===== src/rtl/creq_pkg.sv =====
package creq_pkg;
  localparam int LINE_LG = 6;
  localparam int BEAT_LG = 4;
  localparam int LEN_W   = 8;

  localparam logic [2:0]  SIZE_BEAT  = 3'(BEAT_LG);
  localparam logic [11:0] LINE_BYTES = 12'(1 << LINE_LG);
  localparam logic [7:0]  FILL_LEN   = 8'd3;

  localparam logic [2:0] OP_LOAD   = 3'd0;
  localparam logic [2:0] OP_STORE  = 3'd1;
  localparam logic [2:0] OP_XLOAD  = 3'd2;
  localparam logic [2:0] OP_XSTORE = 3'd3;
  localparam logic [2:0] OP_FILL   = 3'd4;
  localparam logic [2:0] OP_EVICT  = 3'd5;

  localparam logic [1:0] MEM_DEV  = 2'd0;
  localparam logic [1:0] MEM_NC   = 2'd1;
  localparam logic [1:0] MEM_WB   = 2'd2;
  localparam logic [1:0] MEM_RSVD = 2'd3;

  localparam logic [1:0] SH_NONE = 2'd0;
  localparam logic [1:0] SH_RSVD = 2'd3;

  localparam logic [1:0] DOM_NONSH = 2'b00;
  localparam logic [1:0] DOM_SYS   = 2'b11;

  localparam logic [1:0] BURST_INCR = 2'b01;
  localparam logic [1:0] BURST_WRAP = 2'b10;

  localparam logic [3:0] SN_NOSNOOP  = 4'b0000;
  localparam logic [3:0] SN_RDSHARED = 4'b0001;
  localparam logic [3:0] SN_RDUNIQUE = 4'b0111;
  localparam logic [3:0] SN_CLUNIQUE = 4'b1011;
  localparam logic [3:0] SN_WRBACK   = 4'b0011;

  // shape of the address phase
  localparam logic [1:0] K_PLAIN = 2'd0;  // as requested
  localparam logic [1:0] K_FILL  = 2'd1;  // wrap 4x128, critical chunk
  localparam logic [1:0] K_LINE  = 2'd2;  // incr 4x128, line aligned
  localparam logic [1:0] K_ADDR  = 2'd3;  // one beat, line aligned

  typedef struct packed {
    logic loadAr;
    logic loadAw;
  } strobe_t;

  typedef struct packed {
    logic [1:0] kind;
    logic [3:0] snoop;
    logic [1:0] domain;
    logic       lock;
  } fields_t;
endpackage


===== src/rtl/creq_ctrl.sv =====
module creq_ctrl
  import creq_pkg::*;
(
  input  logic                 clk,
  input  logic                 rstN,
  input  logic                 reqValid,
  output logic                 reqReady,
  input  logic [2:0]           reqOp,
  input  logic [1:0]           reqMem,
  input  logic [1:0]           reqShare,
  input  logic                 reqHit,
  input  logic [LINE_LG-1:0]   reqOff,
  input  logic [2:0]           reqSize,
  input  logic [2:0]           reqBeats,
  output logic                 reqErr,
  input  logic                 arReady,
  input  logic                 awReady,
  output logic                 arValid,
  output logic                 awValid,
  output strobe_t              strb,
  output fields_t              fld
);
  logic sharedWb, toAw, plain, bad, plainBad;
  logic arFree, awFree, take;

  // legality of an as-requested access
  logic excl, multi, sizeBad, beatsBad, wideBad, exclBad, narrowBad, alignBad, crossBad;
  logic [LINE_LG-1:0] byteMask;
  logic [11:0]        span;

  always_comb begin
    excl      = (reqOp == OP_XLOAD) || (reqOp == OP_XSTORE);
    multi     = (reqBeats != 3'd1);
    sizeBad   = (reqSize > SIZE_BEAT);
    beatsBad  = !((reqBeats == 3'd1) || (reqBeats == 3'd2) || (reqBeats == 3'd4));
    wideBad   = multi && (reqSize != SIZE_BEAT);
    exclBad   = excl && multi;
    narrowBad = (reqMem == MEM_NC) && (reqOp == OP_LOAD) && (reqSize < 3'd2);
    byteMask  = LINE_LG'((8'd1 << reqSize) - 8'd1);
    alignBad  = (reqOff & byteMask) != '0;
    span      = 12'(reqOff) + (12'(reqBeats) << reqSize);
    crossBad  = span > LINE_BYTES;
    plainBad  = sizeBad | beatsBad | wideBad | exclBad | narrowBad | alignBad | crossBad;
  end

  // transaction selection
  always_comb begin
    fld      = '0;
    toAw     = 1'b0;
    plain    = 1'b0;
    bad      = 1'b0;
    sharedWb = (reqMem == MEM_WB) && (reqShare != SH_NONE);
    if (reqOp > OP_EVICT || reqMem == MEM_RSVD || reqShare == SH_RSVD) begin
      bad = 1'b1;
    end else if (sharedWb) begin
      fld.domain = reqShare;
      case (reqOp)
        OP_LOAD, OP_FILL: begin
          fld.kind  = K_FILL;
          fld.snoop = SN_RDSHARED;
        end
        OP_XLOAD: begin
          fld.kind  = K_FILL;
          fld.snoop = SN_RDSHARED;
          fld.lock  = 1'b1;
        end
        OP_STORE: begin
          fld.kind  = reqHit ? K_ADDR : K_FILL;
          fld.snoop = reqHit ? SN_CLUNIQUE : SN_RDUNIQUE;
        end
        OP_XSTORE: begin
          fld.kind  = K_ADDR;
          fld.snoop = SN_CLUNIQUE;
          fld.lock  = 1'b1;
        end
        default: begin
          fld.kind  = K_LINE;
          fld.snoop = SN_WRBACK;
          toAw      = 1'b1;
        end
      endcase
    end else begin
      fld.domain = (reqMem == MEM_WB) ? DOM_NONSH : DOM_SYS;
      fld.snoop  = SN_NOSNOOP;
      case (reqOp)
        OP_LOAD, OP_XLOAD: begin
          fld.kind = K_PLAIN;
          fld.lock = (reqOp == OP_XLOAD);
          plain    = 1'b1;
        end
        OP_STORE, OP_XSTORE: begin
          fld.kind = K_PLAIN;
          fld.lock = (reqOp == OP_XSTORE);
          plain    = 1'b1;
          toAw     = 1'b1;
        end
        OP_FILL: begin
          fld.kind = K_FILL;
          bad      = (reqMem != MEM_WB);
        end
        default: begin
          fld.kind = K_LINE;
          toAw     = 1'b1;
          bad      = (reqMem != MEM_WB);
        end
      endcase
    end
    if (plain) bad = bad | plainBad;
  end

  // handshake
  always_comb begin
    arFree      = !arValid || arReady;
    awFree      = !awValid || awReady;
    reqReady    = bad ? 1'b1 : (toAw ? awFree : arFree);
    take        = reqValid && reqReady;
    strb.loadAr = take && !bad && !toAw;
    strb.loadAw = take && !bad && toAw;
  end

  always_ff @(posedge clk) begin
    if (!rstN) begin
      arValid <= 1'b0;
      awValid <= 1'b0;
      reqErr  <= 1'b0;
    end else begin
      if (strb.loadAr)  arValid <= 1'b1;
      else if (arReady) arValid <= 1'b0;
      if (strb.loadAw)  awValid <= 1'b1;
      else if (awReady) awValid <= 1'b0;
      reqErr <= take && bad;
    end
  end

  // an error pulse only follows an accepting edge
  a_r11_err_after_accept: assert property (@(posedge clk) disable iff (!rstN)
    reqErr |-> $past(reqValid && reqReady));
  // a held read request stays posted until taken
  a_r12_ar_hold: assert property (@(posedge clk) disable iff (!rstN)
    arValid && !arReady |=> arValid);
  a_r12_aw_hold: assert property (@(posedge clk) disable iff (!rstN)
    awValid && !awReady |=> awValid);
endmodule


===== src/rtl/creq_dpath.sv =====
module creq_dpath
  import creq_pkg::*;
#(
  parameter int ADDR_W = 40
) (
  input  logic              clk,
  input  logic              rstN,
  input  strobe_t           strb,
  input  fields_t           fld,
  input  logic [ADDR_W-1:0] reqAddr,
  input  logic [2:0]        reqSize,
  input  logic [2:0]        reqBeats,
  input  logic              arValid,
  input  logic              arReady,
  input  logic              awValid,
  input  logic              awReady,
  output logic [ADDR_W-1:0] arAddr,
  output logic [LEN_W-1:0]  arLen,
  output logic [2:0]        arSize,
  output logic [1:0]        arBurst,
  output logic              arLock,
  output logic [3:0]        arSnoop,
  output logic [1:0]        arDomain,
  output logic [ADDR_W-1:0] awAddr,
  output logic [LEN_W-1:0]  awLen,
  output logic [2:0]        awSize,
  output logic [1:0]        awBurst,
  output logic              awLock,
  output logic [2:0]        awSnoop,
  output logic [1:0]        awDomain
);
  logic [ADDR_W-1:0] nxtAddr;
  logic [LEN_W-1:0]  nxtLen;
  logic [2:0]        nxtSize;
  logic [1:0]        nxtBurst;

  always_comb begin
    case (fld.kind)
      K_FILL: begin
        nxtAddr  = {reqAddr[ADDR_W-1:BEAT_LG], BEAT_LG'(0)};
        nxtLen   = FILL_LEN;
        nxtSize  = SIZE_BEAT;
        nxtBurst = BURST_WRAP;
      end
      K_LINE: begin
        nxtAddr  = {reqAddr[ADDR_W-1:LINE_LG], LINE_LG'(0)};
        nxtLen   = FILL_LEN;
        nxtSize  = SIZE_BEAT;
        nxtBurst = BURST_INCR;
      end
      K_ADDR: begin
        nxtAddr  = {reqAddr[ADDR_W-1:LINE_LG], LINE_LG'(0)};
        nxtLen   = '0;
        nxtSize  = SIZE_BEAT;
        nxtBurst = BURST_INCR;
      end
      default: begin
        nxtAddr  = reqAddr;
        nxtLen   = LEN_W'(reqBeats - 3'd1);
        nxtSize  = reqSize;
        nxtBurst = BURST_INCR;
      end
    endcase
  end

  always_ff @(posedge clk) begin
    if (!rstN) begin
      arAddr <= '0; arLen <= '0; arSize <= '0; arBurst <= BURST_INCR;
      arLock <= 1'b0; arSnoop <= '0; arDomain <= '0;
    end else if (strb.loadAr) begin
      arAddr <= nxtAddr; arLen <= nxtLen; arSize <= nxtSize; arBurst <= nxtBurst;
      arLock <= fld.lock; arSnoop <= fld.snoop; arDomain <= fld.domain;
    end
  end

  always_ff @(posedge clk) begin
    if (!rstN) begin
      awAddr <= '0; awLen <= '0; awSize <= '0; awBurst <= BURST_INCR;
      awLock <= 1'b0; awSnoop <= '0; awDomain <= '0;
    end else if (strb.loadAw) begin
      awAddr <= nxtAddr; awLen <= nxtLen; awSize <= nxtSize; awBurst <= nxtBurst;
      awLock <= fld.lock; awSnoop <= fld.snoop[2:0]; awDomain <= fld.domain;
    end
  end

  // never a FIXED burst
  a_r1_ar_no_fixed: assert property (@(posedge clk) disable iff (!rstN)
    arValid |-> arBurst != 2'b00);
  a_r1_aw_no_fixed: assert property (@(posedge clk) disable iff (!rstN)
    awValid |-> awBurst != 2'b00);
  // a wrap is always a full 4x128-bit line
  a_r2_wrap_shape: assert property (@(posedge clk) disable iff (!rstN)
    arValid && arBurst == BURST_WRAP |-> arLen == FILL_LEN && arSize == SIZE_BEAT);
  // no increment burst crosses a line
  a_r5_ar_no_cross: assert property (@(posedge clk) disable iff (!rstN)
    arValid && arBurst == BURST_INCR |->
      (16'(arAddr[LINE_LG-1:0]) + ((16'(arLen) + 16'd1) << arSize)) <= 16'(LINE_BYTES));
  a_r5_aw_no_cross: assert property (@(posedge clk) disable iff (!rstN)
    awValid && awBurst == BURST_INCR |->
      (16'(awAddr[LINE_LG-1:0]) + ((16'(awLen) + 16'd1) << awSize)) <= 16'(LINE_BYTES));
  // a locked write is always NoSnoop
  a_r8_aw_lock_nosnoop: assert property (@(posedge clk) disable iff (!rstN)
    awValid && awLock |-> awSnoop == 3'b000);
  // held fields stay put
  a_r12_ar_stable: assert property (@(posedge clk) disable iff (!rstN)
    arValid && !arReady |=> $stable(arAddr) && $stable(arLen) && $stable(arSnoop)
                            && $stable(arLock) && $stable(arDomain));
  a_r12_aw_stable: assert property (@(posedge clk) disable iff (!rstN)
    awValid && !awReady |=> $stable(awAddr) && $stable(awLen) && $stable(awSnoop)
                            && $stable(awLock) && $stable(awDomain));
endmodule


===== src/rtl/coh_req_gen.sv =====
module coh_req_gen
  import creq_pkg::*;
#(
  parameter int ADDR_W = 40
) (
  input  logic              clk,
  input  logic              rstN,
  input  logic              reqValid,
  output logic              reqReady,
  input  logic [2:0]        reqOp,
  input  logic [1:0]        reqMem,
  input  logic [1:0]        reqShare,
  input  logic              reqHit,
  input  logic [ADDR_W-1:0] reqAddr,
  input  logic [2:0]        reqSize,
  input  logic [2:0]        reqBeats,
  output logic              reqErr,
  output logic              arValid,
  input  logic              arReady,
  output logic [ADDR_W-1:0] arAddr,
  output logic [7:0]        arLen,
  output logic [2:0]        arSize,
  output logic [1:0]        arBurst,
  output logic              arLock,
  output logic [3:0]        arSnoop,
  output logic [1:0]        arDomain,
  output logic              awValid,
  input  logic              awReady,
  output logic [ADDR_W-1:0] awAddr,
  output logic [7:0]        awLen,
  output logic [2:0]        awSize,
  output logic [1:0]        awBurst,
  output logic              awLock,
  output logic [2:0]        awSnoop,
  output logic [1:0]        awDomain
);
  strobe_t strb;
  fields_t fld;

  creq_ctrl u_ctrl (
    .clk(clk), .rstN(rstN),
    .reqValid(reqValid), .reqReady(reqReady),
    .reqOp(reqOp), .reqMem(reqMem), .reqShare(reqShare), .reqHit(reqHit),
    .reqOff(reqAddr[LINE_LG-1:0]), .reqSize(reqSize), .reqBeats(reqBeats),
    .reqErr(reqErr),
    .arReady(arReady), .awReady(awReady),
    .arValid(arValid), .awValid(awValid),
    .strb(strb), .fld(fld)
  );

  creq_dpath #(.ADDR_W(ADDR_W)) u_dpath (
    .clk(clk), .rstN(rstN),
    .strb(strb), .fld(fld),
    .reqAddr(reqAddr), .reqSize(reqSize), .reqBeats(reqBeats),
    .arValid(arValid), .arReady(arReady),
    .awValid(awValid), .awReady(awReady),
    .arAddr(arAddr), .arLen(arLen), .arSize(arSize), .arBurst(arBurst),
    .arLock(arLock), .arSnoop(arSnoop), .arDomain(arDomain),
    .awAddr(awAddr), .awLen(awLen), .awSize(awSize), .awBurst(awBurst),
    .awLock(awLock), .awSnoop(awSnoop), .awDomain(awDomain)
  );
endmodule


===== config.mk =====
export PLATFORM = sky130hd
export DESIGN_NAME = coh_req_gen
export DESIGN_NICKNAME = d
export VERILOG_FILES = /design/src/rtl/creq_pkg.sv /design/src/rtl/creq_ctrl.sv /design/src/rtl/creq_dpath.sv /design/src/rtl/coh_req_gen.sv
export SDC_FILE = /design/constraint.sdc
export NUM_CORES = 1
export LEC_CHECK = 0
export ABC_AREA = 1
export BUFFER_PORTS_ARGS = -buffer_cell sky130_fd_sc_hd__buf_2
export CAP_MARGIN = 0
export CORE_MARGIN = 5
export CORE_UTILIZATION = 34
export DETAILED_ROUTE_END_ITERATION = 7
export GPL_TIMING_DRIVEN = 1
export HOLD_SLACK_MARGIN = 0.06
export PLACE_DENSITY_LB_ADDON = 0.05
export SYNTH_ARGS = -nofsm -noshare
export SYNTH_HDL_FRONTEND = slang
export SYNTH_SLANG_ARGS = --single-unit

===== constraint.sdc =====
create_clock -name clk -period 3.1 [get_ports clk]
set_input_delay 0.31 -clock clk [delete_from_list [all_inputs] [get_ports clk]]
set_output_delay 0.31 -clock clk [all_outputs]
set_load 0.1 [all_outputs]

==> results.sh, run 1 <==
export IMPL_async_flop_share=0
export IMPL_design_core_area_um2=16400
export IMPL_crit_path_max_incr_delay_ns=0.51
export IMPL_synthTopCellsByArea="dfxtp_1, nand2_1, nor2_1"
export IMPL_path_clk_slew_ns=0.06
export IMPL_synthesis_area_um2=5610
export IMPL_num_antenna_cells=0
export IMPL_boundaryPins=182
export IMPL_hold_viol_final=0
export IMPL_track_usage=0.160
export IMPL_fin_skew_ns=0.00789
export IMPL_ant_nets=0
export IMPL_path_common_cell="nand2_1"
export IMPL_pwr_share_seq=0.359
export IMPL_gp_congestion=0.820
export IMPL_cts_tree="yes"
export IMPL_fillers=1750
export IMPL_synth_nets=978
export IMPL_finalSetupViolCount=0
export IMPL_clockPowerShare=0.451
export IMPL_cellLeakagePower_nw=4.51
export IMPL_grt_max_degree=96
export IMPL_power_density_nw_per_um2=574
export IMPL_crit_type="in2out"
export IMPL_clk_latency_ns=0.41
export IMPL_fin_ws_ns=0.209
export IMPL_clock_sinks=114
export IMPL_synth_top_cell_area_share=0.407
export IMPL_clock_fmax_ghz=0.346
export IMPL_max_cap_violations=0
export IMPL_vdd_drop_max_mv=0.354
export IMPL_p_comb_frac=0.189
export IMPL_syn_to_final_growth_pct=32.9
export IMPL_critical_path_cell_chain="buf_2 -> nor2_4 -> inv_2 -> nor2_2 -> ha_2 -> inv_1 -> fa_2 -> nand2_1 -> a21oi_2 -> nand3_1 -> nor2_1 -> nand2_1 -> a21oi_2 -> nand2_1 -> a21boi_2 -> nand2_2 -> buf_12"
export IMPL_whs_ns=0.140
export IMPL_initial_core_util=0.342
export IMPL_synth_edf_count=0
export IMPL_endpoint_kind="output pin"
export IMPL_synthCells=904
export IMPL_portBuffers=181
export IMPL_yosysTopAreaCell="dfxtp_1"
export IMPL_dp_slack_ns=-0.0593
export IMPL_dpl_hpwl_um=11200
export IMPL_grt_pass1_wl_um=25300
export IMPL_swShare=0.319
export IMPL_tns_ns=0
export IMPL_grt_pass1_vias=4989
export IMPL_p_sw_mw=1.37
export IMPL_wire_per_inst_um=11.8
export IMPL_final_area_um2=7460
export IMPL_crit_required_ns=2.79
export IMPL_max_slew_margin=0.654
export IMPL_die_x_um=139
export IMPL_via_count=5406
export IMPL_synth_ff_latch_count=114
export IMPL_tightest_slew_ns=0.522
export IMPL_drc=0
export IMPL_viasPerCell=4.11
export IMPL_drv_slew=0
export IMPL_r2r_cells=8
export IMPL_status="completed"
export IMPL_ys_seq_area_frac=0.407
export IMPL_critPathSlowestCell="fa_2"
export IMPL_antenna_found_initial=1
export IMPL_htreeDepth=4
export IMPL_min_path_cells=3
export IMPL_drive_gt1_frac=0.232
export IMPL_period_share=0.933
export IMPL_clockRootBuffer="clkbuf_16"
export IMPL_cts_buffers=17
export IMPL_dpl_instance_area_um2=6830
export IMPL_first_pass_iters=4
export IMPL_ys_warn_count=0
export IMPL_drt_initial_drc_count=241
export IMPL_ys_types=31
export IMPL_critPathMaxFanout=4
export IMPL_synth_main_ff_cell="dfxtp_1"
export IMPL_final_nets=1156
export IMPL_grt_overflow=0
export IMPL_start_kind="primary input"
export IMPL_min_path_type="in2reg"
export IMPL_p_int_mw=2.91
export IMPL_cp_data_arrival_time_ns=2.58
export IMPL_clock_path_buffers=2
export IMPL_cts_hold_buf=0
export IMPL_floorplan_rows=47
export IMPL_die_h_um=139
export IMPL_finalWirelength_um=15500
export IMPL_finalCriticalPeriod_ns=2.89
export IMPL_syn_avg_cell_area_um2=6.21
export IMPL_dieArea_um2=19200
[sequential cells by signal, summed over array words and instances, names as in the netlist]
name and cells:
u_dpath.arAddr 40, u_dpath.awAddr 40, u_dpath.arLen 4, u_dpath.arSnoop 4, u_dpath.awLen 4, u_dpath.arSize 3, u_dpath.awSize 3, u_dpath.awSnoop 3
u_dpath.arBurst 2, u_dpath.arDomain 2, u_dpath.awBurst 2, u_dpath.awDomain 2, u_ctrl.arValid 1, u_ctrl.awValid 1, u_ctrl.reqErr 1, u_dpath.arLock 1
u_dpath.awLock 1
[kinds of logic after synthesis]
family | count (synthesis) | share of synthesized area
and+or+nand+nor | 537 | 0.368
AOI/OAI and AO/OA | 37 | 0.0392
adders and majority gates | 15 | 0.0348
buffers and inverters | 201 | 0.151
DFF | 114 | 0.407
[through the flow]
| step | util | cells | total power [mW] |
|---|---|---|---|
| 6_report | 0.455 | 1314 | 4.28 |
| 2_1_floorplan | - | 904 | 2.19 |
| 3_3_place_gp | 0.416 | 1282 | 2.38 |
| 3_5_place_dp | 0.416 | 1282 | 2.37 |
| 5_1_grt | 0.455 | 1314 | 4.48 |
| 4_1_cts | 0.452 | 1313 | 4.33 |
[layer usage]
layer,part of all wire,up-vias,GRT usage,routed length [µm]
met5,0.00084,-,0,13
met3,0.069,18,0.0597,1070
met4,0.014,2,0.0572,221
met2,0.42,129,0.233,6450
li1,-,2979,-,-
met1,0.50,2278,0.216,7710
[synthesized netlist by cell type, types with 2 or more instances]
library cell / n
buf_4: 9
inv_2: 3
nand4_1: 2
nor2_1: 232
a21oi_1: 16
o21a_1: 3
buf_1: 4
o21ai_0: 6
dfxtp_1: 114
nand3_1: 18
clkbuf_1: 9
buf_6: 5
nand2_1: 277
ha_1: 14
buf_2: 19
o21bai_1: 4
nor3_1: 3
inv_1: 152
o21ai_1: 2
[critical path: cells and delay by family]
kind | cells | cell delay, ns
AOI/OAI and AO/OA | 3 | 0.41
adders and majority gates | 2 | 0.68
buffers and inverters | 4 | 0.41
and+or+nand+nor | 8 | 0.76
[timing repair]
item / CTS / global route
endpoints found under the setup margin: 0 / 2
setup buffers: 0 / 1
resized for setup: 0 / 15
[power by group through the flow]
stage,clock network (mW),registers (mW),logic (mW)
floorplan,0,1.92,0.272
global placement,0,1.57,0.809
detailed placement,0,1.57,0.805
CTS,1.99,1.54,0.808
global route,2.06,1.54,0.877
finish,1.93,1.54,0.809
[placed cells by master, fill, tap and decap left out, types with 6 or more instances in the layout]
cell type	synthesis	layout
buf_4	9	17
inv_1	152	151
buf_12	0	9
dfxtp_1	114	114
buf_2	19	179
clkbuf_16	0	17
nor2_1	232	229
ha_1	14	13
nand2_1	277	275
a21oi_1	16	14
o21ai_0	6	6
nand3_1	18	18
[final cells by class]
type                    count  area [µm²]  area share
clock buffers              19         453      0.0607
clock inverters            12         134      0.0179
inverters                 155         584      0.0783
multi-input cells         589        2530       0.339
flip-flops and latches    114        2280       0.306
well taps                 220         275      0.0369
repair buffers            205        1200       0.161
[path summary, 6_finish.rpt]
kind / start / slack (ns) / end
worst max register to register: u_ctrl.arValid$_SDFFE_PN0P_ / 1.46 / u_dpath.awSnoop[1]$_SDFFE_PN0P_
worst max-delay path: reqSize[1] / 0.21 / reqReady
worst min-delay path: reqAddr[29] / 0.14 / u_dpath.arAddr[29]$_SDFFE_PN0P_
worst min register to register: u_dpath.awSnoop[2]$_SDFFE_PN0P_ / 0.43 / u_dpath.awSnoop[2]$_SDFFE_PN0P_
No activity file was read; power rests on OpenSTA's default activity.
==> run 2, diff against run 1 <==
--- a/config.mk
+++ b/config.mk
@@ -8,7 +8,7 @@
 export ABC_AREA = 1
 export BUFFER_PORTS_ARGS = -buffer_cell sky130_fd_sc_hd__buf_2
 export CAP_MARGIN = 0
-export CORE_MARGIN = 5
+export CORE_ASPECT_RATIO = 0.5
 export CORE_UTILIZATION = 34
 export DETAILED_ROUTE_END_ITERATION = 7
 export GPL_TIMING_DRIVEN = 1
==> run 2 against run 1 <==
Core utilization is 2.2 points higher. Sequential power hardly changed. Die area is 11% lower. Sequential cell count stayed put. Hold slack worse by 0.010 ns. First-iteration DRC count is 19% lower. Register-to-register slack better by 0.05 ns. Non-clock buffer count is 6 higher. Fmax is 0.79% lower. Combinational power is 0.9% higher. Highest routed layer is now met4.
==> results.sh, run 2 (same netlist as run 1, synthesis figures left out) <==
export IMPL_dpl_hpwl_um=10500
export IMPL_critical_path_cell_chain="buf_2 -> nor2_4 -> inv_4 -> nor2_4 -> ha_2 -> inv_2 -> fa_2 -> inv_1 -> nand3_1 -> nand2_1 -> nand2_1 -> nand2_1 -> nand2_1 -> nand2_1 -> nand3_1 -> a21oi_1 -> nand2_1 -> a21boi_1 -> buf_4 -> nand2_2 -> buf_12"
export IMPL_grt_overflow=0
export IMPL_finalWirelength_um=14900
export IMPL_htreeDepth=4
export IMPL_grt_pass1_wl_um=24100
export IMPL_top_regs="u_dpath.arAddr (40), u_dpath.awAddr (40)"
export IMPL_met3_usage=0.0645
export IMPL_drc=0
export IMPL_cellLeakagePower_nw=4.53
export IMPL_die_h_um=92.9
export IMPL_worstReg2RegStart="u_ctrl.arValid$_SDFFE_PN0P_"
export IMPL_final_area_um2=7520
export IMPL_grt_max_degree=57
export IMPL_hold_path_startpoint="reqAddr[17]"
export IMPL_clk_latency_ns=0.42
export IMPL_start_kind="primary input"
export IMPL_drive_gt1_frac=0.243
export IMPL_crit_type="in2out"
export IMPL_power_density_nw_per_um2=593
export IMPL_fillers=1681
export IMPL_final_cell_mix="nand2_1, nor2_1, buf_2"
export IMPL_wire_per_inst_um=11.3
export IMPL_critPathSlowestCell="fa_2"
export IMPL_endpoint_kind="output pin"
export IMPL_path_clk_slew_ns=0.06
export IMPL_top_usage_layer="met2"
export IMPL_antenna_found_initial=0
export IMPL_drt_initial_drc_count=196
export IMPL_floorplan_rows=32
export IMPL_fin_skew_ns=0.00724
export IMPL_crit_required_ns=2.79
export IMPL_first_pass_iters=4
export IMPL_cp_data_arrival_time_ns=2.60
export IMPL_finalCriticalPeriod_ns=2.91
export IMPL_max_slew_margin=0.566
export IMPL_design_core_area_um2=15800
export IMPL_track_usage=0.181
export IMPL_r2r_end="u_dpath.awAddr[31]$_SDFFE_PN0P_"
export IMPL_period_share=0.940
export IMPL_num_antenna_cells=0
export IMPL_r2r_cells=9
export IMPL_grtUsageMet2=0.284
export IMPL_clockRootBuffer="clkbuf_16"
export IMPL_final_common_cell="nand2_1"
export IMPL_clock_sinks=114
export IMPL_portBuffers=181
export IMPL_min_path_type="in2reg"
export IMPL_tns_ns=0
export IMPL_final_nets=1162
export IMPL_total_power_mw=4.46
export IMPL_die_x_um=184
export IMPL_min_path_cells=3
export IMPL_cts_hold_buf=0
export IMPL_final_util=0.477
export IMPL_dieArea_um2=17100
export IMPL_grt_pass1_vias=5027
export IMPL_critPathMaxFanout=3
export IMPL_hold_path_end="u_dpath.arAddr[17]$_SDFFE_PN0P_"
export IMPL_vdd_drop_max_mv=0.364
export IMPL_met1_usage=0.230
export IMPL_hold_viol_final=0
export IMPL_clock_fmax_ghz=0.343
export IMPL_dpl_instance_area_um2=6790
export IMPL_finalSetupViolCount=0
export IMPL_cts_tree="yes"
export IMPL_max_cap_violations=0
export IMPL_path_common_cell="nand2_1"
export IMPL_initial_core_util=0.356
export IMPL_boundaryPins=182
export IMPL_status="completed"
export IMPL_gp_congestion=0.823
export IMPL_reg2reg_slack_ns=1.51
export IMPL_drv_slew=0
export IMPL_ant_nets=0
export IMPL_clock_path_buffers=2
export IMPL_syn_to_final_growth_pct=34.0
export IMPL_cts_buffers=17
export IMPL_viasPerCell=4.16
export IMPL_crit_path_max_incr_delay_ns=0.35
export IMPL_via_count=5495
export IMPL_tightest_slew_ns=0.651
run 2: power breakdown:
group | leakage [nW] | switching, mW | internal [mW]
Sequential | 0.924 | 0.0224 | 1.52
Clock | 0.306 | 0.705 | 1.40
Combinational | 3.30 | 0.636 | 0.180
run 2: through the flow:
| step | hold WS (ns) | instances | setup WS [ns] |
|---|---|---|---|
| 2_1_floorplan | 0.445 | 904 | 0.0168 |
| 3_3_place_gp | 0.424 | 1288 | -0.00122 |
| 3_5_place_dp | 0.430 | 1288 | -0.0408 |
| 4_1_cts | 0.116 | 1320 | 0.0108 |
| 5_1_grt | 0.122 | 1322 | -0.00778 |
| 6_report | 0.130 | 1322 | 0.186 |
run 2: timing repair:
item | in CTS | in global routing
gates cloned | 0 | 0
setup endpoints to repair | 1 | 1
resized for setup | 1 | 30
setup buffers | 0 | 2
pin swaps | 0 | 14
run 2: how the worst max path moves through the flow:
stage          slack, ns       end  cells after the start  startpoint
2_1_floorplan       0.02  reqReady                     19  reqSize[2]
5_1_grt           -0.008  reqReady                     18  reqSize[2]
3_5_place_dp       -0.04  reqReady                     21  reqSize[1]
6_report            0.19  reqReady                     21  reqSize[2]
4_1_cts             0.01  reqReady                     21  reqSize[1]
3_3_place_gp      -0.001  reqReady                     21  reqSize[0]
run 2: cell type report:
cell class,instances,area [µm²],share of cell area
Tap cell,221,277,0.0368
Inverter,155,587,0.0780
Multi-Input combinational cell,589,2560,0.340
Clock buffer,22,474,0.0631
Clock inverter,10,155,0.0206
Sequential cell,114,2280,0.303
Timing Repair Buffer,211,1190,0.158
run 2: metal layers:
| layer | part of all wire | vias to the layer above |
|---|---|---|
| met2 | 0.42 | 148 |
| met5 | 0 | - |
| met3 | 0.069 | 14 |
| li1 | - | 2984 |
| met4 | 0.0090 | 0 |
| met1 | 0.50 | 2349 |
run 2: worst max-delay path: cells and delay by family:
kind,cells,cell delay [ns]
AO/OA/AOI/OAI,2,0.30
AND/OR/NAND/NOR,11,0.84
adder cells (fa/ha/maj),2,0.54
buffers and inverters,6,0.59
==> run 3, diff against run 2 <==
--- a/config.mk
+++ b/config.mk
@@ -5,15 +5,14 @@
 export SDC_FILE = /design/constraint.sdc
 export NUM_CORES = 1
 export LEC_CHECK = 0
-export ABC_AREA = 1
+export ABC_AREA = 0
 export BUFFER_PORTS_ARGS = -buffer_cell sky130_fd_sc_hd__buf_2
 export CAP_MARGIN = 0
 export CORE_ASPECT_RATIO = 0.5
-export CORE_UTILIZATION = 34
+export CORE_UTILIZATION = 30
 export DETAILED_ROUTE_END_ITERATION = 7
 export GPL_TIMING_DRIVEN = 1
 export HOLD_SLACK_MARGIN = 0.06
-export PLACE_DENSITY_LB_ADDON = 0.05
 export SYNTH_ARGS = -nofsm -noshare
 export SYNTH_HDL_FRONTEND = slang
 export SYNTH_SLANG_ARGS = --single-unit
==> run 3 against run 2 <==
The flow now finishes with violations (setup timing). Combinational power decreased by 25%. Largest cell class unchanged. Worst setup slack got worse by 0.24 ns. Critical path type unchanged. Count of clock-buffer cells in the layout shrank 3. Non-clock buffer count is 15 higher. Die area increased by 4.0%.
==> results.sh, run 3 <==
export IMPL_grt_max_degree=59
export IMPL_final_common_cell="buf_2"
export IMPL_wire_per_inst_um=13.6
export IMPL_hold_viol_final=0
export IMPL_floorplan_rows=33
export IMPL_violations="setup timing"
export IMPL_design_core_area_um2=16600
export IMPL_cellLeakagePower_nw=4.03
export IMPL_drive_gt1_frac=0.346
export IMPL_grt_overflow=0
export IMPL_yosysMostFrequentCell="nand2_1"
export IMPL_path_common_cell="buf_4"
export IMPL_drv_slew=0
export IMPL_p_comb_frac=0.146
export IMPL_initial_core_util=0.311
export IMPL_drt_initial_drc_count=169
export IMPL_vdd_drop_max_mv=0.296
export IMPL_dpl_instance_area_um2=6480
export IMPL_via_count=4530
export IMPL_grt_pass1_wl_um=21300
export IMPL_clockRootBuffer="clkbuf_16"
export IMPL_fin_skew_ns=0.0111
export IMPL_status="finished with violations"
export IMPL_yosysTopAreaCell="dfxtp_1"
export IMPL_synth_nets=638
export IMPL_stdcell_count=1005
export IMPL_synth_main_ff_cell="dfxtp_1"
export IMPL_synthTopCellsByArea="dfxtp_1, mux2i_1, nand2_1"
export IMPL_drc=0
export IMPL_start_kind="primary input"
export IMPL_syn_to_final_growth_pct=39.3
export IMPL_clockPowerShare=0.491
export IMPL_final_cell_mix="buf_2, nand2_1, dfxtp_1"
export IMPL_viasPerCell=4.51
export IMPL_critPathMaxFanout=6
export IMPL_p_sw_mw=1.18
export IMPL_min_path_type="in2reg"
export IMPL_synth_xor_area_frac=0.00679
export IMPL_dieArea_um2=17800
export IMPL_synth_fa_ha_area_frac=0.0378
export IMPL_tightest_slew_ns=0.571
export IMPL_max_slew_margin=0.620
export IMPL_clock_sinks=114
export IMPL_dp_cells=970
export IMPL_final_util=0.433
export IMPL_clock_fmax_ghz=0.317
export IMPL_final_nets=839
export IMPL_syn_avg_cell_area_um2=9.14
export IMPL_antenna_found_initial=0
export IMPL_synth_edf_count=0
export IMPL_ys_warn_count=0
export IMPL_ys_types=46
export IMPL_crit_type="in2out"
export IMPL_ys_seq_area_frac=0.443
export IMPL_power_density_nw_per_um2=580
export IMPL_cts_tree="yes"
export IMPL_swShare=0.282
export IMPL_num_antenna_cells=0
export IMPL_clk_latency_ns=0.41
export IMPL_boundaryPins=182
export IMPL_die_h_um=94.7
export IMPL_finalSetupViolCount=1
export IMPL_ant_nets=0
export IMPL_synth_ff_latch_count=114
export IMPL_synth_top_cell_area_share=0.443
export IMPL_max_cap_violations=0
export IMPL_synthesis_area_um2=5160
export IMPL_grt_pass1_vias=4265
export IMPL_p_int_mw=2.99
export IMPL_track_usage=0.152
export IMPL_endpoint_kind="output pin"
export IMPL_die_x_um=187
export IMPL_crit_path_max_incr_delay_ns=0.32
export IMPL_path_clk_slew_ns=0.05
export IMPL_period_share=1.02
export IMPL_synth_simple_gate_area_frac=0.176
export IMPL_finalWirelength_um=13600
export IMPL_cts_buffers=17
export IMPL_yosys_top_cells_count="nand2_1, dfxtp_1, mux2i_1"
export IMPL_critPathSlowestCell="ha_1"
export IMPL_htreeDepth=4
export IMPL_synth_compound_area_share=0.0560
export IMPL_total_power_mw=4.17
export IMPL_cts_hold_buf=0
export IMPL_portBuffers=181
export IMPL_fillers=1645
export IMPL_async_flop_share=0
export IMPL_fin_ws_ns=-0.0584
export IMPL_critical_path_cell_chain="buf_2 -> buf_6 -> mux2i_2 -> mux2_4 -> nor2_1 -> ha_1 -> nor2b_4 -> buf_4 -> o2111ai_4 -> a211o_1 -> a21o_1 -> a311oi_2 -> buf_4 -> nand2_2 -> buf_12"
export IMPL_finalCriticalPeriod_ns=3.16
export IMPL_pwr_share_seq=0.363
export IMPL_synth_top_family_by_area="multiplexers"
export IMPL_gp_congestion=0.819
export IMPL_rsz0062_at_grt="yes"
export IMPL_crit_required_ns=2.79
export IMPL_final_area_um2=7190
export IMPL_dpl_hpwl_um=10200
export IMPL_synthCells=564
export IMPL_clock_path_buffers=2
export IMPL_cp_data_arrival_time_ns=2.85
export IMPL_first_pass_iters=4
export IMPL_synthMuxAreaShare=0.221
export IMPL_top_regs="u_dpath.arAddr (40), u_dpath.awAddr (40)"
## run 3: changes by cell type in the layout (fill, tap and decap cells not counted), moves of 6 or more
cell,delta
nor2_1,-217
inv_1,-133
mux2i_1,+112
nand2_1,-106
buf_4,+14
nand3_1,-10
a21oi_1,-7
nand2b_1,+7
nor2b_1,+6
o211ai_1,+6
## run 3: routing by layer
layer,track usage,vias up,routed length (µm)
met5,0,-,0
met4,0.0583,0,218
met3,0.0320,16,361
met2,0.269,83,6810
met1,0.184,2147,6250
li1,-,2284,-
## run 3: cell families after synthesis
group	count (synthesis)
buffers and inverters	60
flip-flops	114
AO/OA/AOI/OAI	40
AND/OR/NAND/NOR	217
XOR/XNOR	4
adder cells (fa/ha/maj)	15
multiplexers	114
## run 3: area by class of cell
class / instances / area [µm²] / share of cell area
sequential: 114 / 2280 / 0.318
multi-input combinational: 390 / 2630 / 0.366
clock inverter: 13 / 174 / 0.0242
timing repair buffer: 226 / 1300 / 0.181
inverter: 16 / 60.1 / 0.00836
clock buffer: 19 / 453 / 0.0630
tap: 227 / 284 / 0.0395
## run 3: repair_timing
item / 4_1_cts / 5_1_grt
endpoints found under the setup margin: 1 / 2
buffers inserted: 1 / 2
pin swaps: 5 / 8
gates cloned: 0 / 0
gates resized for setup: 10 / 4
## run 3: power by group through the flow
stage	registers (mW)	logic [mW]	clock network, mW
2_1_floorplan	1.77	0.214	0
3_5_place_dp	1.54	0.596	0
4_1_cts	1.51	0.606	2.09
5_1_grt	1.52	0.650	2.17
6_report	1.51	0.611	2.05
3_3_place_gp	1.54	0.594	0
## run 3: stage by stage
step | setup slack (ns) | hold slack, ns | setup TNS [ns]
3_5_place_dp | -0.280 | 0.449 | -27.10
6_report | -0.0584 | 0.153 | -0.0584
5_1_grt | -0.201 | 0.164 | -0.203
3_3_place_gp | -0.190 | 0.443 | -18.47
2_1_floorplan | -0.00250 | 0.424 | -0.00500
4_1_cts | -0.0170 | 0.130 | -0.0170
## run 3: worst paths after layout
path | from | end | slack, ns | cells after the start
min reg2reg | u_dpath.awAddr[28]$_SDFFE_PN0P_ | u_dpath.awAddr[28]$_SDFFE_PN0P_ | 0.45 | 2
max | reqSize[0] | reqReady | -0.06 | 15
min | reqValid | u_ctrl.reqErr$_SDFF_PN0_ | 0.15 | 3
max reg2reg | u_ctrl.arValid$_SDFFE_PN0P_ | u_dpath.arSize[1]$_SDFFE_PN0P_ | 1.84 | 4
## run 3: worst max-delay path, delay by kind of cell
family	cells	cell delay [ns]
AO/OA/AOI/OAI	4	0.86
multiplexers	2	0.42
adder cells (fa/ha/maj)	1	0.32
AND/OR/NAND/NOR	3	0.26
buffers and inverters	5	0.69
